`src/rtl/tpg_pkg.sv`:
```
package tpg_pkg;
  typedef enum logic [1:0] {
    WT_RAND = 2'b00,
    WT_ZERO = 2'b01,
    WT_ONE  = 2'b10,
    WT_BAD  = 2'b11
  } weight_e;

  function automatic weight_e decode_weight(input logic s, input logic c);
    return weight_e'({s, c});
  endfunction
endpackage

```
`src/rtl/tpg_weight_cell.sv`:
```
module tpg_weight_cell
  import tpg_pkg::*;
(
  input  logic s_bit,
  input  logic c_bit,
  input  logic acc_bit,
  input  logic rnd_bit,
  output logic op_a,
  output logic op_b,
  output logic frc_en,
  output logic frc_val,
  output logic bad
);
  weight_e w;
  always_comb begin
    w       = decode_weight(s_bit, c_bit);
    op_a    = acc_bit;
    op_b    = rnd_bit;
    frc_en  = 1'b0;
    frc_val = 1'b0;
    bad     = 1'b0;
    unique case (w)
      WT_ONE:  begin op_a = 1'b1; op_b = 1'b0; frc_en = 1'b1; frc_val = 1'b1; end
      WT_ZERO: begin op_a = 1'b0; op_b = 1'b1; frc_en = 1'b1; frc_val = 1'b0; end
      WT_BAD:  bad = 1'b1;
      default: ;
    endcase
  end
endmodule

```
`src/rtl/tpg_full_adder.sv`:
```
module tpg_full_adder (
  input  logic a,
  input  logic b,
  input  logic ci,
  output logic s,
  output logic co
);
  assign s  = a ^ b ^ ci;
  assign co = (a & b) | (ci & (a ^ b));
endmodule

```
`src/rtl/tpg_ripple_adder.sv`:
```
module tpg_ripple_adder #(
  parameter int WIDTH = 16
) (
  input  logic [WIDTH-1:0] a,
  input  logic [WIDTH-1:0] b,
  output logic [WIDTH-1:0] s
);
  logic [WIDTH-1:0] c;
  assign c[0] = 1'b0;
  for (genvar i = 0; i < WIDTH; i++) begin : g_bit
    if (i < WIDTH - 1) begin : g_fa
      tpg_full_adder fa_i (.a(a[i]), .b(b[i]), .ci(c[i]), .s(s[i]), .co(c[i+1]));
    end else begin : g_top
      assign s[i] = a[i] ^ b[i] ^ c[i];
    end
  end
endmodule

```
`src/rtl/tpg_arith3w.sv`:
```
module tpg_arith3w #(
  parameter int WIDTH = 16
) (
  input  logic             clk,
  input  logic             rst_n,
  input  logic             enable,
  input  logic [WIDTH-1:0] set_mask,
  input  logic [WIDTH-1:0] clr_mask,
  input  logic [WIDTH-1:0] rnd_in,
  output logic [WIDTH-1:0] vec_data,
  output logic             vec_valid,
  input  logic             vec_ready,
  output logic             pair_err
);
  logic [WIDTH-1:0] acc_q, op_a, op_b, frc_en, frc_val, bad, sum, nxt;
  logic             adv, err_q, vld_q;

  for (genvar i = 0; i < WIDTH; i++) begin : g_cell
    tpg_weight_cell cell_i (
      .s_bit(set_mask[i]), .c_bit(clr_mask[i]), .acc_bit(acc_q[i]), .rnd_bit(rnd_in[i]),
      .op_a(op_a[i]), .op_b(op_b[i]), .frc_en(frc_en[i]), .frc_val(frc_val[i]), .bad(bad[i])
    );
    assign nxt[i] = frc_en[i] ? frc_val[i] : sum[i];
  end

  tpg_ripple_adder #(.WIDTH(WIDTH)) add_i (.a(op_a), .b(op_b), .s(sum));

  assign adv = enable && (!vld_q || vec_ready);

  always_ff @(posedge clk) begin
    if (!rst_n) begin
      acc_q <= '0;
      vld_q <= 1'b0;
      err_q <= 1'b0;
    end else if (adv) begin
      acc_q <= nxt;
      vld_q <= 1'b1;
      if (|bad) err_q <= 1'b1;
    end else if (!enable && vec_ready) begin
      vld_q <= 1'b0;
    end
  end

  assign vec_data  = acc_q;
  assign vec_valid = vld_q;
  assign pair_err  = err_q;
endmodule

```
`config.mk`:
```
export PLATFORM = sky130hd
export DESIGN_NAME = tpg_arith3w
export DESIGN_NICKNAME = d
export VERILOG_FILES = /design/src/rtl/tpg_pkg.sv /design/src/rtl/tpg_weight_cell.sv /design/src/rtl/tpg_full_adder.sv /design/src/rtl/tpg_ripple_adder.sv /design/src/rtl/tpg_arith3w.sv
export SDC_FILE = /design/constraint.sdc
export NUM_CORES = 1
export LEC_CHECK = 0
export BUFFER_PORTS_ARGS = -buffer_cell sky130_fd_sc_hd__buf_2
export CAP_MARGIN = 15
export CORE_UTILIZATION = 30
export CTS_BUF_LIST = sky130_fd_sc_hd__clkbuf_2 sky130_fd_sc_hd__clkbuf_4 sky130_fd_sc_hd__clkbuf_8
export CTS_CLUSTER_SIZE = 24
export DETAILED_ROUTE_END_ITERATION = 8
export PLACE_DENSITY = 0.61
export RECOVER_POWER = 25
export SLEW_MARGIN = 20
export SYNTH_ARGS = -nofsm -noshare
export SYNTH_HDL_FRONTEND = slang
export SYNTH_SLANG_ARGS = --single-unit
```
`constraint.sdc`:
```
create_clock -name clk -period 7.5 [get_ports clk]
set_clock_uncertainty 0.15 [all_clocks]
set_input_delay 1.125 -clock clk [delete_from_list [all_inputs] [get_ports clk]]
set_output_delay 1.125 -clock clk [all_outputs]
set_load 0.01 [all_outputs]
```
# After elaboration in Yosys (flattened, before gate mapping)
# Cells that the tools add are included.
# totals
word_cells	247
register_bits	18
# classes
reduce_logical	24
muxes	98
bitwise_logic	74
eq_ne	48
# ops
operator	n
$mux 1	66
$eq 2x2->1 const B	32
$pmux 1 s2	32
$eq 2x1->1 const B	16
$reduce_or 2->1	16
$xor 1x1->1	31
$and 1x1->1	29
$reduce_or 16->1	1
$or 1x1->1	14
$logic_and 1x1->1	2
$logic_not 1->1	2
$reduce_and 2->1	1
$reduce_bool 2->1	1
$logic_or 1x1->1	1

# Depth between registers and ports, before layout
# Gate-level depths: netlist of the first run.
# depth
ltp_word	33
mapped_depth	26

# By module
# Synthesis of the first run repeated with hierarchy kept, for this count alone.
# unflattened
cells_unflattened	230
hier_area_um2	2368.5
# by_module_without_submodules
mod	cells_each	area_per_inst_um2	n_inst
tpg_weight_cell	8	71.3	16
tpg_arith3w	85	899.6	1
tpg_full_adder	1	20.0	15
tpg_ripple_adder	2	27.5	1

# Least setup slack after synthesis of the first run
# No wires, ideal clock.
# synth_path
path_type	input port to flip-flop
startpoint	input set_mask[0]
endpoint	register acc_q[15], in the netlist vec_data[15]
required_time_ns	7.275
setup_time_ns	0.075
stages	26
slack_ns	0.528
path_buffers	0
t_arrival_ns	6.747
cell_sequence	inv_1 -> ha_1 -> mux2_2 -> ha_1 -> inv_1 -> fa_1 -> fa_1 -> fa_1 -> inv_1 -> fa_1 -> fa_1 -> fa_1 -> fa_1 -> inv_1 -> fa_1 -> inv_1 -> fa_1 -> inv_1 -> fa_1 -> fa_1 -> fa_1 -> fa_1 -> fa_1 -> xor2_1 -> o31a_1 -> o22ai_1
# synth_via
elab_chain_len	33
word_cells_on_any_way	35
cone_classes	eq/ne: 2; mux: 3; bitwise: 30
# synth_rtl
element	line	text
start: declaration	tpg_arith3w.sv:7	input logic [WIDTH-1:0] set_mask,
$eq 2x1->1 / $eq 2x2->1 (equally long branches)	tpg_weight_cell.sv:22	unique case (w)
$pmux 1 s2	tpg_weight_cell.sv:22	
$and 1x1->1 (*) (2 in series)	tpg_full_adder.sv:9	assign co = (a & b) | (ci & (a ^ b));
$or 1x1->1 (*)	tpg_full_adder.sv:9	
$and 1x1->1 (*)	tpg_full_adder.sv:9	
$or 1x1->1 (*)	tpg_full_adder.sv:9	
$and 1x1->1 (*)	tpg_full_adder.sv:9	
$or 1x1->1 (*)	tpg_full_adder.sv:9	
(+16 left out)	-	
$and 1x1->1 (*)	tpg_full_adder.sv:9	
$or 1x1->1 (*)	tpg_full_adder.sv:9	
$and 1x1->1 (*)	tpg_full_adder.sv:9	
$or 1x1->1 (*)	tpg_full_adder.sv:9	
$and 1x1->1 (*)	tpg_full_adder.sv:9	
$or 1x1->1 (*)	tpg_full_adder.sv:9	
$xor 1x1->1 (*)	tpg_ripple_adder.sv:14	assign s[i] = a[i] ^ b[i] ^ c[i];
$mux 1 (*)	tpg_arith3w.sv:23	assign nxt[i] = frc_en[i] ? frc_val[i] : sum[i];
end signal: assignment	tpg_arith3w.sv:36	acc_q <= nxt;
end: declaration	tpg_arith3w.sv:15	logic [WIDTH-1:0] acc_q, op_a, op_b, frc_en, frc_val, bad, sum, nxt;
# Every way passes the cells marked *; elsewhere a longest branch is shown, timed or not.
# A chain may end at the register's enable or synchronous reset.

# Worst setup path in the final report of the first run
# Same ends and word-level chain as after synthesis.

==> flow_summary.yaml, run 1 <==
run_status:
  outcome: "finished clean"
worst_hold_path:
  min_from: "pair_err"
  worstHoldPathType: "flip-flop to flip-flop"
  hold_depth: 2
  hold_end: "pair_err"
timing:
  rsz0062_at_grt: "no"
  setup_viol_count_final: 0
  worst_pin_slew_ps: 764
  whs_ps: 298
  final_hold_viol_count: 0
  drv_slew: 0
  post-route-period-util_pct: 95.5
  maxSlewHeadroom_pct: 49.1
  finalSetupTns_ps: 0
  post-route-min-period_ps: 7160
  max_freq_mhz: 140
logic_synthesis:
  synth-adder-area-share_pct: 37.5
  synth_edf_count: 0
  synth_ff_type: "dfxtp_1"
  yosysMostFrequentCell: "ha_1"
  synth_top_family_by_area: "adder cells"
  synth_area_mm2: 0.00238
  synthMuxAreaShare_pct: 14.9
  async_flop_share_pct: 0
  netlist_instances: 247
  synth.area.top_cells: "ha_1 (26%), dfxtp_1 (15%), fa_1 (12%)"
  ys_warn_count: 0
  syn-num-nets: 362
  synth_compound_area_share_pct: 13.0
  syn_avg_cell_area_um2: 9.66
  ys_top_cells_by_count: "ha_1 (49), inv_1 (41), mux2i_1 (22), a21oi_1 (20), dfxtp_1 (18)"
  synth-seq-cells: 18
  yosys.area.top_type_share_pct: 25.7
  yosysTopAreaCell: "ha_1"
  ys_seq_area_share_pct: 15.1
  synth_simple_gate_area_share_pct: 5.25
  synth_xor_area_share_pct: 0.367
  synthDistinctLibCells: 28
setup_path:
  r2r_cells: 24
  crit_family: "adder cells"
  timing.rr.end: "vec_data[15]"
  required_ps: 7540
  critPathArrivalTime_ps: 7200
  r2r_slack_ps: 1370
  cpMaxStageDelayCell: "fa_1"
  reg2reg_from: "vec_data[0]"
  crit_type: "input pin to flip-flop"
  cp_num_buf_inv: 7
  critical_path.max_fanout: 3
  start_kind: "input pin"
  timing.critical_path.to_type: "flip-flop"
  cpPeakStageDelay_ps: 410
  crit_path_frequent_cell: "fa_1"
pwr:
  p_switching_uw: 122
  combinationalPowerShare_pct: 43.6
  ir_drop_mv: 0.0585
  switching_share_pct: 35.5
  power_per_cell_area_mw_per_mm2: 126
  pwr-share-seq_pct: 32.6
  p_clk_share_pct: 23.7
  cellLeakagePower_uw: 0.00142
  p_int_uw: 222
route:
  wl_per_cell_um: 12.6
  drc: 0
  route.vias.total: 1789
  postRouteAntennaNets: 0
  drtIter0Drc: 60
  dr.pass1.iters: 4
  drt_wl_total_um: 5020
  via_per_inst: 4.47
clock_tree:
  post-cts-setup-buffers: 0
  clk_pin_slew_ps: 80
  clock_sinks: 18
  cts_resized: 0
  cts_tree: "done"
  htreeDepth: 1
  cts_buffers: 3
  clkLatencyLatePin_ps: 250
  root_buffer: "clkbuf_8"
  clock_path_buffers: 2
  ctsHoldBuffers: 0
die:
  dieArea_mm2: 0.00831
  initial_core_util_pct: 30.9
  core_mm2: 0.00773
  die_w_um: 91.2
  die_h_um: 91.2
  rows: 32
  ios: 70
run:
  drv_cap: 0
grt:
  grt_usage_pct: 12.1
  grt_overflow: 0
  grt_max_degree: 18
  grt_pass1_wl_um: 8080
  grt_pass1_vias: 1705
  antenna_found_initial: 0
placed_design:
  port_buffers: 69
  dpl.hpwl_um: 4170
  routabilityCongestion: 0.799
finish:
  diodes: 0
  area_delta_synth_final_pct: 14.3
  layout-drive-gt1-share_pct: 27.9
  layout.nets: 414
[power by group through the flow]
stage | registers, µW | logic [µW] | clock network (µW)
2_1_floorplan | 113 | 117 | 0
3_3_place_gp | 114 | 151 | 0
3_5_place_dp | 114 | 153 | 0
4_1_cts | 112 | 154 | 84.3
5_1_grt | 114 | 171 | 87.9
6_report | 112 | 150 | 81.7
[cell families (layout without fill, tap and decap cells)]
| kind of cell | count (synthesis) | in the layout |
|---|---|---|
| buf+inv | 64 | 115 |
| fa+ha+maj | 63 | 63 |
| compound gates | 46 | 46 |
| mux | 34 | 34 |
| simple gates | 21 | 21 |
| flops | 18 | 18 |
| xor+xnor | 1 | 1 |
[layout by cell type, fill, tap and decap left out]
cell type  Yosys  routed
buf_2          2      60
ha_1          49      49
inv_1         41      41
mux2i_1       22      22
a21oi_1       20      20
dfxtp_1       18      18
fa_1          14      14
mux2_2        12      12
nand2_1        9       9
clkbuf_1       0       9
o21ai_0        7       7
o2111ai_1      7       7
a211oi_2       5       5
a211oi_1       4       4
nor4_1         4       4
clkbuf_8       0       4
nor2b_1        2       2
nand2b_1       2       2
xor2_1         1       1
o31a_1         1       1
nand3_1        1       1
and2b_1        1       1
inv_2          1       1
o22ai_1        1       1
nor2_8         1       1
and4_1         1       1
o21ai_1        1       1
[flip-flops by register name, indices dropped and copies added, names as in the netlist]
name       count
vec_data      16
pair_err       1
vec_valid      1
[worst register-to-register path, stage by stage (launching register included)]
cell and delay [ps]:
dfxtp_1 400, mux2_2 180, ha_1 140, inv_1 50, fa_1 380, fa_1 410, fa_1 370, inv_1 70
fa_1 180, fa_1 180, fa_1 180, fa_1 160, inv_1 50, fa_1 340, inv_1 80, fa_1 170
inv_1 50, fa_1 370, fa_1 400, fa_1 410, fa_1 400, fa_1 390, xor2_1 170, o31a_1 240
o22ai_1 150
[per-layer routing]
metal | track usage (%) | part of all wire [%] | up-vias
met5 | 0 | 0 | -
met3 | 0.838 | 4.5 | 2
met1 | 17.2 | 49 | 808
li1 | - | - | 921
met4 | 2.78 | 0.76 | 0
met2 | 19.8 | 46 | 58
[cell type report]
| class | count | area (µm²) |
|---|---|---|
| flip-flops and latches | 18 | 360 |
| clock buffers | 4 | 55.1 |
| multi-input cells | 165 | 1690 |
| well taps | 102 | 128 |
| inverters | 42 | 158 |
| fillers | 810 | 5000 |
| repair buffers | 69 | 334 |
[through the flow]
| stage | cell area (µm²) | worst slack [ps] | instances | total power, µW | util, % |
|---|---|---|---|---|---|
| floorplan | 2380 | 528 | 247 | 230 | - |
| global placement | 2680 | 130 | 396 | 265 | 34.7 |
| detailed placement | 2680 | 91.0 | 396 | 267 | 34.7 |
| CTS | 2740 | 332 | 400 | 350 | 35.4 |
| global route | 2730 | 19.7 | 400 | 372 | 35.3 |
| finish | 2730 | 335 | 400 | 344 | 35.3 |
[worst max path at each step]
stage,from,end,cells past startpoint
2_1_floorplan,set_mask[0],vec_data[15],26
3_3_place_gp,set_mask[0],vec_data[15],27
3_5_place_dp,set_mask[0],vec_data[15],27
4_1_cts,set_mask[0],vec_data[15],27
5_1_grt,set_mask[0],vec_data[15],27
6_report,set_mask[0],vec_data[15],27
Power figures use the tool's default switching activity.
==> run 2, diff against run 1 <==
--- a/config.mk
+++ b/config.mk
@@ -17,3 +17,4 @@
 export SYNTH_ARGS = -nofsm -noshare
 export SYNTH_HDL_FRONTEND = slang
+export SYNTH_HIERARCHICAL = 1
 export SYNTH_SLANG_ARGS = --single-unit
--- a/constraint.sdc
+++ b/constraint.sdc
@@ -3,3 +3,3 @@
 set_input_delay 1.125 -clock clk [delete_from_list [all_inputs] [get_ports clk]]
 set_output_delay 1.125 -clock clk [all_outputs]
-set_load 0.01 [all_outputs]
+set_load 0.005 [all_outputs]
==> flow_summary.yaml, run 2 <==
grt:
  grt_usage_pct: 13.2
  grt_max_degree: 20
  antenna_found_initial: 0
  grt_overflow: 0
  grt_pass1_wl_um: 8690
  grt_pass1_vias: 1905
die:
  rows: 32
  die_w_um: 90.9
  core_mm2: 0.00769
  initial_core_util_pct: 30.8
  ios: 70
  die_h_um: 90.9
  dieArea_mm2: 0.00825
logic_synthesis:
  ys_seq_area_share_pct: 15.2
  synth-seq-cells: 18
  netlist_instances: 230
  syn_avg_cell_area_um2: 10.3
  yosys.area.top_type_share_pct: 25.4
  synth_ff_type: "dfxtp_1"
  synth.area.top_cells: "ha_1 (25%), dfxtp_1 (15%), mux2_2 (15%)"
  synthDistinctLibCells: 21
  synth_area_mm2: 0.00237
  yosysTopAreaCell: "ha_1"
  syn-num-nets: 345
  synth_edf_count: 0
  yosysMostFrequentCell: "inv_1"
  ys_top_cells_by_count: "inv_1 (49), ha_1 (48), mux2_2 (32), dfxtp_1 (18)"
  async_flop_share_pct: 0
  ys_warn_count: 6
timing:
  drv_slew: 0
  whs_ps: 336
  post-route-min-period_ps: 7680
  setup_viol_count_final: 2
  final_hold_viol_count: 0
  max_freq_mhz: 130
  rsz0062_at_grt: "yes"
  setup_ws_ps: -175
  post-route-period-util_pct: 102
setup_path:
  critPathArrivalTime_ps: 7680
  startpoint: "set_mask[0]"
  critical_path.max_fanout: 3
  required_ps: 7500
  crit_type: "input pin to flip-flop"
  reg2reg_from: "vec_data[0]"
  start_kind: "input pin"
  timing.critical_path.to_type: "flip-flop"
pwr:
  p_int_uw: 234
  cellLeakagePower_uw: 0.00172
  p_switching_uw: 122
  pwr-share-seq_pct: 31.8
  switching_share_pct: 34.2
  power_uw: 356
  combinationalPowerShare_pct: 48.7
  p_clk_share_pct: 19.5
  power_per_cell_area_mw_per_mm2: 122
  ir_drop_mv: 0.0572
finish:
  diodes: 0
  area_delta_synth_final_pct: 22.9
  layout-drive-gt1-share_pct: 40.9
  largest_reg_flops: 16
  final_common_cell: "buf_2"
  layout.nets: 413
  fin_util_pct: 37.9
  final_cell_mix: "buf_2 (63), inv_1 (48), ha_1 (47)"
clock_tree:
  cts_buffers: 3
  clk_pin_slew_ps: 70
  cts_tree: "done"
  clock_sinks: 18
  root_buffer: "clkbuf_8"
  clkLatencyLatePin_ps: 250
  htreeDepth: 1
  clock_path_buffers: 2
  post-cts-setup-buffers: 0
run_status:
  violations: "negative setup slack"
  outcome: "complete, but fails checks"
placed_design:
  pre_cts_ws_ps: -516
  dpl.hpwl_um: 4260
  port_buffers: 69
  routabilityCongestion: 0.739
route:
  route.vias.total: 1786
  drt_wl_total_um: 5200
  via_per_inst: 4.49
  dr.pass1.iters: 4
  drtIter0Drc: 33
  postRouteAntennaNets: 0
  drc: 0
  wl_per_cell_um: 13.1
run:
  drv_cap: 0
worst_hold_path:
  min_from: "pair_err"
  worstHoldPathType: "flip-flop to flip-flop"
run 2: power groups by stage:
stage,Clock [µW],Combinational (µW),Sequential (µW)
floorplan,0,121,115
detailed placement,0,175,115
finish,69.5,173,113
CTS,73.9,177,113
global route,77.9,198,114
global placement,0,170,115
run 2: repair_timing:
| item | CTS | global route |
|---|---|---|
| gates cloned | 0 | 0 |
| endpoints found under the setup margin | 2 | 2 |
| gates resized for setup | 5 | 0 |
| hold buffers | 0 | 0 |
run 2: kinds of logic (layout without fill, tap and decap cells):
logic type / count (synthesis) / in the layout / synth area share (%)
mux: 48 / 48 / 22.0
xor+xnor: 1 / 1 / 1.00
buf+inv: 57 / 123 / 10.2
other cells: 1 / 1 / 0.158
simple gates: 24 / 24 / 5.92
fa+ha+maj: 63 / 63 / 38.0
compound gates: 18 / 18 / 7.45
flops: 18 / 18 / 15.2
run 2: final timing paths:
| kind | endpoint | slack, ps | cells past startpoint |
|---|---|---|---|
| worst max-delay path | vec_data[15] | -180 | 23 |
| worst min-delay path | pair_err | 340 | 1 |
| worst max register to register | vec_data[15] | 790 | 20 |
| worst min register to register | pair_err | 340 | 1 |
run 2: cell type report:
class	count	area, µm²
clock buffer	3	41.3
tap	102	128
timing repair buffer	71	372
inverter	49	186
sequential	18	360
multi-input combinational	155	1820
fill	796	4780
run 2: routing by layer:
layer | track usage (%) | vias to the layer above | wire length [µm]
met5 | 0 | - | 0
met4 | 1.59 | 0 | 17
met3 | 2.61 | 2 | 172
met2 | 24.4 | 34 | 2660
met1 | 16.1 | 858 | 2350
li1 | - | 892 | -
run 2: worst max-delay path, cell delays in order:
cell	delay [ps]
buf_8	80
inv_4	30
ha_4	270
mux2_4	310
fa_2	400
fa_2	350
fa_2	350
fa_2	350
fa_2	350
fa_2	350
fa_2	350
fa_2	350
fa_2	350
fa_2	360
fa_2	350
fa_2	360
fa_2	350
fa_2	350
fa_2	340
xor3_1	190
mux2i_1	140
nand3_1	90
o211a_1	150
run 2: metrics by stage:
stage	instances	area (µm²)	setup TNS, ps
finish	398	2910	-231
global route	398	2910	-622
CTS	398	2920	-292
detailed placement	395	2860	-988
global placement	395	2860	-696
floorplan	230	2430	-89.7
==> run 3, diff against run 2 <==
Settings changed: PLACE_DENSITY 0.61 to 0.63.
==> flow_summary.yaml, run 3 (synthesis gave the netlist of run 2 again) <==
grt:
  top_usage_layer: "met2"
  antenna_found_initial: 0
  grt_max_degree: 20
  grt_pass1_vias: 1931
  use_met2_pct: 24.7
  grt_overflow: 0
  grt.met1_usage_pct: 16.3
  grt_usage_pct: 13.3
  use_met3_pct: 2.61
  grt_pass1_wl_um: 8800
route:
  postRouteAntennaNets: 0
  drtIter0Drc: 31
  via_per_inst: 4.50
  wl_per_cell_um: 12.8
  drt_wl_total_um: 5130
  dr.pass1.iters: 5
  drc: 0
  route.vias.total: 1803
timing:
  drv_slew: 0
  setup_viol_count_final: 2
  final_hold_viol_count: 0
  setup_ws_ps: -161
  post-route-period-util_pct: 102
  max_freq_mhz: 131
  rsz0062_at_grt: "yes"
  finalSetupTns_ps: -239
  post-route-min-period_ps: 7660
setup_path:
  cp-endpoint: "vec_data[15]"
  r2r_slack_ps: 800
  crit_type: "input pin to flip-flop"
  crit_path_frequent_cell: "fa_2"
  reg2reg_from: "vec_data[0]"
  timing.critical_path.to_type: "flip-flop"
  timing.rr.end: "vec_data[15]"
  startpoint: "set_mask[0]"
  start_kind: "input pin"
  path_cells: "buf_8 -> inv_4 -> ha_4 -> mux2_4 -> fa_2 -> fa_2 -> fa_2 -> fa_2 -> fa_2 -> fa_2 -> fa_2 -> fa_2 -> fa_2 -> fa_2 -> fa_2 -> fa_2 -> fa_2 -> fa_2 -> fa_2 -> xor3_1 -> mux2i_1 -> nand3_1 -> o211a_1"
  required_ps: 7510
  critical_path.max_fanout: 3
  r2r_cells: 20
  cpPeakStageDelay_ps: 400
  cpMaxStageDelayCell: "fa_2"
  critPathArrivalTime_ps: 7670
run_status:
  outcome: "complete, but fails checks"
  violations: "negative setup slack"
die:
  initial_core_util_pct: 30.8
  core_mm2: 0.00769
  die_w_um: 90.9
  ios: 70
  die_h_um: 90.9
  dieArea_mm2: 0.00825
  rows: 32
placed_design:
  port_buffers: 69
  dpl.hpwl_um: 4230
  pre_cts_ws_ps: -536
  routabilityCongestion: 0.726
finish:
  final_common_cell: "buf_2"
  largest_reg_flops: 16
  diodes: 0
  area_delta_synth_final_pct: 24.0
  final_cell_mix: "buf_2 (62), inv_1 (48), ha_1 (47)"
  layout-drive-gt1-share_pct: 41.1
  fin_util_pct: 38.2
  layout.nets: 415
clock_tree:
  clock_path_buffers: 2
  clk_pin_slew_ps: 80
  cts_tree: "done"
  htreeDepth: 1
  cts_buffers: 3
  clkLatencyLatePin_ps: 260
  clock_sinks: 18
  root_buffer: "clkbuf_8"
  ctsHoldBuffers: 0
worst_hold_path:
  worstHoldPathType: "flip-flop to flip-flop"
pwr:
  power_uw: 369
  power_per_cell_area_mw_per_mm2: 126
  ir_drop_mv: 0.0661
  cellLeakagePower_uw: 0.00174
run:
  drv_cap: 0
==> run 3: changes by cell type in the layout (fill, tap and decap cells not counted) <==
cell,before,now
buf_4,2,4
buf_2,63,62
clkbuf_1,4,5
clkbuf_8,3,4
==> run 3: critical path: cells and delay by family <==
| family | cells | cell delay [ps] |
|---|---|---|
| fa+ha+maj | 16 | 5560 |
| mux | 2 | 440 |
| xor+xnor | 1 | 190 |
| compound gates | 1 | 140 |
| buf+inv | 2 | 110 |
| simple gates | 1 | 90 |
==> run 3: per-stage QoR <==
step | cell area, µm² | cells | hold slack (ps)
2_1_floorplan | 2430 | 230 | 325
3_3_place_gp | 2870 | 396 | 308
3_5_place_dp | 2870 | 396 | 319
4_1_cts | 2940 | 401 | 338
5_1_grt | 2940 | 401 | 383
6_report | 2940 | 401 | 342
==> run 3: repair_timing <==
action,4_1_cts,5_1_grt
gates resized for setup,5,0
cloned,0,0
setup endpoints to repair,2,2
hold endpoints to repair,0,0
setup buffers,1,0
==> run 3: cell type report <==
class	instances	area (µm²)
multi-input cells	155	1820
fillers	786	4750
well taps	102	128
clock buffers	4	55.1
inverters	49	186
repair buffers	73	385
flip-flops and latches	18	360
==> run 3: per-layer routing <==
layer  up-vias  share of wire [%]
li1        905                  -
met1       862                 44
met2        34                 52
met3         2                3.3
met4         0               0.37
met5         -                  0
==> run 3: worst min path at each step <==
| stage | startpoint | slack (ps) | endpoint | depth (start not counted) |
|---|---|---|---|---|
| 6_report | pair_err | 340 | pair_err | 1 |
| 5_1_grt | pair_err | 380 | pair_err | 1 |
| 4_1_cts | pair_err | 340 | pair_err | 1 |
| 3_5_place_dp | pair_err | 320 | pair_err | 1 |
| 3_3_place_gp | pair_err | 310 | pair_err | 1 |
| 2_1_floorplan | pair_err | 320 | pair_err | 1 |
==> run 3: where the power goes <==
part | total [µW] | internal (µW) | switching (µW)
Combinational | 173 | 92.7 | 79.8
Clock | 83.3 | 46.7 | 36.6
Sequential | 113 | 106 | 7.33
Total | 369 | 245 | 124
